--- config.mk ---
export PLATFORM = sky130hd
export DESIGN_NAME = slot_audio_port
export DESIGN_NICKNAME = d
export VERILOG_FILES = /design/src/rtl/sap_pkg.sv /design/src/rtl/sap_ctrl.sv /design/src/rtl/sap_datapath.sv /design/src/rtl/slot_audio_port.sv
export SDC_FILE = /design/constraint.sdc
export NUM_CORES = 1
export LEC_CHECK = 0
export ABC_AREA = 0
export BUFFER_PORTS_ARGS = -buffer_cell sky130_fd_sc_hd__buf_2
export CORE_ASPECT_RATIO = 0.8
export CORE_UTILIZATION = 35
export DETAILED_ROUTE_END_ITERATION = 8
export GPL_TIMING_DRIVEN = 0
export PLACE_DENSITY = 0.63
export SYNTH_ARGS = -nofsm -noshare
export SYNTH_HDL_FRONTEND = slang
export SYNTH_SLANG_ARGS = --single-unit
export TNS_END_PERCENT = 50
--- constraint.sdc ---
create_clock -name clk -period 2.4 [get_ports clk]
set_clock_uncertainty 0.05 [all_clocks]
set_input_delay 0.12 -clock clk [delete_from_list [all_inputs] [get_ports clk]]
set_output_delay 0.12 -clock clk [all_outputs]
set_load 0.01 [all_outputs]
--- src/rtl/sap_pkg.sv ---
package sap_pkg;
  // Per-cycle strobes from the control to the datapath
  typedef struct packed {
    logic launch;    // bit period begins (tx/sync edge)
    logic syncNext;  // new bit period is the sync period
    logic txActive;  // new bit period lies in the transmit slot
    logic txLoad;    // new bit period is slot position 0
    logic rxActive;  // sample rxd now
    logic rxLast;    // this sample completes the word
  } sapStrobe_t;
endpackage

--- src/rtl/sap_ctrl.sv ---
module sap_ctrl
  import sap_pkg::*;
#(
  parameter int DIV_W  = 8,
  parameter int WORD_W = 8,
  parameter int SLOT_W = 4
) (
  input  logic              clk,
  input  logic              rstN,
  input  logic [DIV_W-1:0]  clkDiv,
  input  logic [3:0]        lenCode,
  input  logic              txEn,
  input  logic              rxEn,
  input  logic [SLOT_W-1:0] txSlot,
  input  logic [SLOT_W-1:0] rxSlot,
  input  logic              edgeSel,
  output logic              sckQ,
  output sapStrobe_t        strb
);
  localparam int BIT_W = $clog2(WORD_W);
  localparam int IDX_W = BIT_W + 2;

  logic [DIV_W-1:0] divCnt;
  logic [IDX_W-1:0] idx, nextIdx, lastIdx;
  logic             idle, toggle, launch, capture;
  logic             txHit, rxHit;

  assign toggle  = (divCnt == clkDiv);
  // launch edge: rising when edgeSel=0, falling when edgeSel=1
  assign launch  = toggle && (sckQ == edgeSel);
  assign capture = toggle && (sckQ != edgeSel) && !idle;
  assign lastIdx = {lenCode[3:2], {BIT_W{1'b1}}};

  always_comb begin
    if (idle)                nextIdx = lastIdx;
    else if (idx == lastIdx) nextIdx = '0;
    else                     nextIdx = idx + 1'b1;
  end

  assign txHit = txEn && (txSlot == {{(SLOT_W-2){1'b0}}, nextIdx[IDX_W-1:BIT_W]});
  assign rxHit = rxEn && (rxSlot == {{(SLOT_W-2){1'b0}}, idx[IDX_W-1:BIT_W]});

  always_comb begin
    strb.launch   = launch;
    strb.syncNext = (nextIdx == lastIdx);
    strb.txActive = launch && txHit;
    strb.txLoad   = launch && txHit && (nextIdx[BIT_W-1:0] == '0);
    strb.rxActive = capture && rxHit;
    strb.rxLast   = capture && rxHit && (&idx[BIT_W-1:0]);
  end

  always_ff @(posedge clk) begin
    if (!rstN) begin
      divCnt <= '0;
      sckQ   <= 1'b0;
      idle   <= 1'b1;
      idx    <= '0;
    end else begin
      divCnt <= toggle ? '0 : divCnt + 1'b1;
      if (toggle) sckQ <= ~sckQ;
      if (launch) begin
        idx  <= nextIdx;
        idle <= 1'b0;
      end
    end
  end
endmodule

--- src/rtl/sap_datapath.sv ---
module sap_datapath
  import sap_pkg::*;
#(
  parameter int WORD_W = 8
) (
  input  logic              clk,
  input  logic              rstN,
  input  sapStrobe_t        strb,
  input  logic              txValid,
  input  logic [WORD_W-1:0] txData,
  input  logic              rxd,
  output logic              syncQ,
  output logic              txdQ,
  output logic              underQ,
  output logic              rxValidQ,
  output logic [WORD_W-1:0] rxDataQ
);
  logic [WORD_W-1:0] txShift, rxShift, loadWord;

  assign loadWord = txValid ? txData : '0;

  always_ff @(posedge clk) begin
    if (!rstN) begin
      syncQ    <= 1'b0;
      txdQ     <= 1'b0;
      underQ   <= 1'b0;
      rxValidQ <= 1'b0;
      txShift  <= '0;
      rxShift  <= '0;
      rxDataQ  <= '0;
    end else begin
      underQ   <= strb.txLoad && !txValid;
      rxValidQ <= strb.rxLast;
      if (strb.launch) begin
        syncQ <= strb.syncNext;
        if (strb.txLoad) begin
          txdQ    <= loadWord[WORD_W-1];
          txShift <= {loadWord[WORD_W-2:0], 1'b0};
        end else if (strb.txActive) begin
          txdQ    <= txShift[WORD_W-1];
          txShift <= {txShift[WORD_W-2:0], 1'b0};
        end else begin
          txdQ <= 1'b0;
        end
      end
      if (strb.rxActive) rxShift <= {rxShift[WORD_W-2:0], rxd};
      if (strb.rxLast)   rxDataQ <= {rxShift[WORD_W-2:0], rxd};
    end
  end
endmodule

--- src/rtl/slot_audio_port.sv ---
module slot_audio_port
  import sap_pkg::*;
#(
  parameter int DIV_W  = 8,
  parameter int WORD_W = 8,
  parameter int SLOT_W = 4
) (
  input  logic              clk,
  input  logic              rstN,
  input  logic [DIV_W-1:0]  clkDiv,
  input  logic [3:0]        frameLenCode,
  input  logic              txEnable,
  input  logic              rxEnable,
  input  logic [SLOT_W-1:0] txSlotSel,
  input  logic [SLOT_W-1:0] rxSlotSel,
  input  logic              rxEdgeSel,
  input  logic              txValid,
  output logic              txReady,
  input  logic [WORD_W-1:0] txData,
  output logic              sckOut,
  output logic              syncOut,
  output logic              txdOut,
  input  logic              rxdIn,
  output logic              rxValid,
  output logic [WORD_W-1:0] rxData,
  output logic              txUnderrun
);
  sapStrobe_t strb;

  sap_ctrl #(.DIV_W(DIV_W), .WORD_W(WORD_W), .SLOT_W(SLOT_W)) u_ctrl (
    .clk(clk), .rstN(rstN), .clkDiv(clkDiv), .lenCode(frameLenCode),
    .txEn(txEnable), .rxEn(rxEnable), .txSlot(txSlotSel), .rxSlot(rxSlotSel),
    .edgeSel(rxEdgeSel), .sckQ(sckOut), .strb(strb)
  );

  sap_datapath #(.WORD_W(WORD_W)) u_dp (
    .clk(clk), .rstN(rstN), .strb(strb), .txValid(txValid), .txData(txData),
    .rxd(rxdIn), .syncQ(syncOut), .txdQ(txdOut), .underQ(txUnderrun),
    .rxValidQ(rxValid), .rxDataQ(rxData)
  );

  assign txReady = strb.txLoad;
endmodule

# == Word-level counts from Yosys, hierarchy flattened ==
# Cells that the tools add are included.
# totals
regBits,42
input_bits,35
word_cells,46
# op_classes
n_addsub,2
eq_ne,7
muxes,7
bitwise,2
reduce_logical,17
# op_table
op,count
8-bit 2-to-1 mux,3
5-bit equality test,2
1-bit logical AND,10
5-bit 2-to-1 mux,2
8-bit by 1-bit adder with 8-bit output (second input constant),1
4-bit by 2-bit equality test with 1-bit output,2
8-bit equality test,1
5-bit by 1-bit adder with 5-bit output (second input constant),1
3-bit zero test,1
3-bit AND reduction,1
1-bit zero test,2
1-bit 2-to-1 mux,2
1-bit NOT,2
2-bit AND reduction,1
2-bit nonzero test,1
2-bit OR reduction,1
1-bit equality test,1
1-bit inequality test,1

# == Logic depth before layout (Yosys ltp) ==
# logic_depth
depth_word,9
ltp_mapped,8
mapped_depth_nobuf,7

# == Cells and area by module ==
# Synthesis repeated with hierarchy kept, for this count alone.
# unflattened
hier_cells,215
area_unflattened_um2,1985.7
# modules_own_cells
module,instances,cells_per_inst,area_per_inst_um2
sap_datapath,1,101,1032.2
sap_ctrl,1,114,953.4

# == Worst setup path before layout ==
# No wires, ideal clock.
# synth_path
path_kind,flip-flop to flip-flop
start,register u_ctrl.idx[0]
end,register u_dp.txShift[2]
arrival_time_ns,1.886
required_time_ns,2.278
path_slack_ns,0.392
path_stages_with_launch,9
synth_period_minus_slack_ns,2.008
cell_sequence,dfxtp_1 ha_1 nand2_1 a2111oi_4 nor4_1 a21o_1 nor4b_2 buf_4 mux2i_1
# synth_between
elab_chain_len,9
# synth_lines
element,line,source
start: declaration,sap_ctrl.sv:24,"logic [IDX_W-1:0] idx, nextIdx, lastIdx;"
start signal: assignment,sap_ctrl.sv:62,idx <= nextIdx;
5-bit by 1-bit adder with 5-bit output / 5-bit equality test (equally long branches),"sap_ctrl.sv:37, sap_ctrl.sv:36",
5-bit 2-to-1 mux *,sap_ctrl.sv:36,else if (idx == lastIdx) nextIdx = '0;
5-bit 2-to-1 mux *,sap_ctrl.sv:35,if (idle) nextIdx = lastIdx;
4-bit by 2-bit equality test with 1-bit output,sap_ctrl.sv:40,"assign txHit = txEn && (txSlot == {{(SLOT_W-2){1'b0}}, nextIdx[IDX_W-1:BIT_W]});"
1-bit logical AND,sap_ctrl.sv:40,
1-bit logical AND,"sap_ctrl.sv:46, sap_ctrl.sv:47",
1-bit logical AND,sap_ctrl.sv:47,strb.txLoad = launch && txHit && (nextIdx[BIT_W-1:0] == '0);
2-bit nonzero test (no source line),--,
2-bit AND reduction (no source line),--,
end signal: assignment,sap_datapath.sv:38,"txShift <= {loadWord[WORD_W-2:0], 1'b0};"
end signal: assignment,sap_datapath.sv:41,"txShift <= {txShift[WORD_W-2:0], 1'b0};"
end: declaration,sap_datapath.sv:18,"logic [WORD_W-1:0] txShift, rxShift, loadWord;"
# Every way passes the cells marked *; elsewhere a longest branch is shown, timed or not.
# A chain may end at the register's enable or synchronous reset.

# == Worst setup path in the final report ==
# layout_path
start,register u_ctrl.idx[1]
end,output port txReady
# layout_between
elab_chain_len,7
# layout_lines
element,line,source
5-bit by 1-bit adder with 5-bit output / 5-bit equality test (equally long branches),"sap_ctrl.sv:37, sap_ctrl.sv:36",
5-bit 2-to-1 mux *,sap_ctrl.sv:36,
5-bit 2-to-1 mux *,sap_ctrl.sv:35,
4-bit by 2-bit equality test with 1-bit output,sap_ctrl.sv:40,
1-bit logical AND,sap_ctrl.sv:40,
1-bit logical AND,sap_ctrl.sv:47,
1-bit logical AND *,sap_ctrl.sv:47,
end: declaration,slot_audio_port.sv:18,"output logic txReady,"
# Marked as above.

==> impl_metrics.yaml <==
floorplanning:
  die_h_um: 70.82
  start_util_pct: 37.10
  coreArea_mm2: 0.005585
  die-area_mm2: 0.006234
  placementRows: 24
  io_pins: 49
  die_w_um: 88.02
worst_setup_path:
  cp_max_fo: 3
  cp.required_ns: 2.23
  critPathTopFamily: "simple AND/OR/NAND/NOR gates"
  cp_slowest_cell: "dfxtp_1"
  r2r_cells: 7
  critPathKind: "reg2out"
  cp_num_buf_inv: 1
  critPathMaxStageDelay_ns: 0.37
  startpoint_type: "flop"
  crit_arrival_ns: 2.08
  crit_cells: 8
  path_cells: "ha_2, and3_1, nor3_1, or2_1, a21o_1, nand4b_1, nor2_1, buf_2"
  critPathCaptureType: "primary output"
place:
  hpwl_um: 3512
  routabilityCongestion: 0.8180
  port_buffers: 45
  dp.cells: 364
  place_ws_ns: 0.1666
hold_path:
  hold_path_class: "in2reg"
  worstHoldPathCells: 3
synthesis:
  ys_seq_elements: 41
  ys.flop_type: "dfxtp_1"
  synthArstFlopShare_pct: 0
  yosysMostFrequentCell: "nor2_1"
  syn-num-nets: 279
  synth_top_area_share_pct: 39.61
  synth_area_mm2: 0.002072
  syn_area_per_cell_um2: 8.597
  synth_largest_area_cell: "dfxtp_1"
  synth-warning-count: 0
  synth_seq_area_share_pct: 39.61
  yosys-top-cells-count: "nor2_1, dfxtp_1, nand2_1, mux2i_1, xnor2_1"
  synth_enable_flop_cells: 0
  netlist_instances: 241
  synth_area_leaders: "dfxtp_1, mux2i_1, nor2_1"
  yosysUniqueCellTypes: 42
timing:
  drv_slew: 0
  worstMarginPinSlew_ns: 0.5581
  setup_viol_count_final: 0
  fmax_ghz: 0.4448
  finalCritPeriodShare_pct: 93.69
  relSlewSlack_pct: 62.55
  hold_violations: 0
  period_needed_ns: 2.248
  worst_slack_ns: 0.1515
  rsz0062_at_grt: "false"
  finalSetupTns_ns: 0
route:
  drc: 0
  drt-initial-drc-count: 56
  wl_um: 4554
  vias: 1755
  wl_per_cell_um: 12.24
  first_pass_iters: 4
  via_per_inst: 4.718
  antenna_left: 0
cts:
  cts_max_level: 2
  insertion_delay_ns: 0.29
  cts_buffers: 5
  holdBufCountCts: 0
  clock_sinks: 41
  cts_tree: "done"
  path_clk_slew_ns: 0.08
  cts_root_buf: "clkbuf_8"
  clockBufferDepth: 2
grt:
  grt_pass1_vias: 1752
  grt_pass1_wl_um: 7790
  grt_start_max_net_pins: 13
  antenna_found_initial: 0
  grt_overflow: 0
  grtUsageTotal_pct: 16.07
power:
  p_per_area_mw_per_mm2: 521.6
  p_leak_nw: 1.060
  peakVddDrop_mv: 0.2487
layout:
  nNetsFinal: 332
  area_delta_synth_final_pct: 22.34
  stdcell_count: 372
  utilization_pct: 45.39
  layout-drive-gt1-share_pct: 24.15
  n_fill_cell: 587
  diodes: 0
run_status:
  status: "finished clean"
flow_run:
  maxCapViolations: 0
## worst reg2reg max path: stages, from the launching register on
cell and delay, ns:
dfxtp_1 0.43, xnor2_1 0.15, nand4_1 0.22, nor3_2 0.50
nand2_1 0.13, nor4b_2 0.24, buf_4 0.23, mux2i_1 0.19
## power by group
part | leakage [nW] | total, mW | internal (mW) | switching [mW]
clock network | 0.0540 | 0.535 | 0.302 | 0.233
logic | 0.674 | 0.0949 | 0.0433 | 0.0516
registers | 0.331 | 0.692 | 0.685 | 0.00754
total | 1.06 | 1.32 | 1.03 | 0.292
## cells by family after synthesis
| logic type | count (synthesis) | synth area share, % |
|---|---|---|
| simple gates | 105 | 24.58 |
| flops | 41 | 39.61 |
| compound gates | 29 | 10.08 |
| xor+xnor | 22 | 9.300 |
| mux | 22 | 10.63 |
| buf+inv | 19 | 3.985 |
| fa+ha+maj | 3 | 1.812 |
## metrics by stage
step	hold slack, ns	area [um2]	power, mW
6_report	0.03337	2535	1.322
5_1_grt	0.06972	2535	1.377
4_1_cts	0.02594	2499	1.337
3_5_place_dp	0.3358	2395	0.8010
3_3_place_gp	0.3248	2395	0.8006
2_1_floorplan	0.2139	2072	0.7565
## state kept, by name (all words and copies together) (netlist names)
name / flops
u_ctrl.divCnt: 8
u_dp.rxDataQ: 8
u_dp.rxShift: 7
u_dp.txShift: 7
u_ctrl.idx: 5
u_ctrl.idle: 1
u_ctrl.sckQ: 1
u_dp.rxValidQ: 1
u_dp.syncQ: 1
u_dp.txdQ: 1
u_dp.underQ: 1
## layer usage
layer	GRT usage (%)	routed length (um)
met1	20.23	2220
met2	26.27	2105
met3	4.201	165
met4	6.272	62
met5	0	0
## path summary, 6_finish.rpt
path                         start         endpoint  slack [ns]
setup / recovery     u_ctrl.idx[1]          txReady        0.15
hold / removal               rxdIn  u_dp.rxShift[0]        0.03
setup reg to reg  u_ctrl.divCnt[0]  u_dp.txShift[2]        0.20
hold reg to reg    u_dp.txShift[3]  u_dp.txShift[3]        0.40
## layout make-up
class / count / area (um2) / share of cell area [%]
repair buffers: 46 / 232.7 / 9.181
well taps: 78 / 97.59 / 3.850
clock inverters: 2 / 35.03 / 1.382
plain buffers: 11 / 52.55 / 2.073
clock buffers: 5 / 68.82 / 2.715
flip-flops and latches: 41 / 822.0 / 32.43
multi-input cells: 181 / 1196 / 47.19
inverters: 8 / 30.03 / 1.185
## layout by cell type, fill, tap and decap left out, types with 7 or more instances in the layout
master	instances
buf_2	48
nor2_1	43
dfxtp_1	40
nand2_1	24
mux2i_1	22
xnor2_1	14
o21ai_0	12
inv_1	7
xor2_1	7
and2_1	7
## repair_timing
action	CTS	global route
gates resized for setup	0	6
endpoints found under the setup margin	0	6
buffers inserted	0	1
Power figures use the tool's default switching activity.
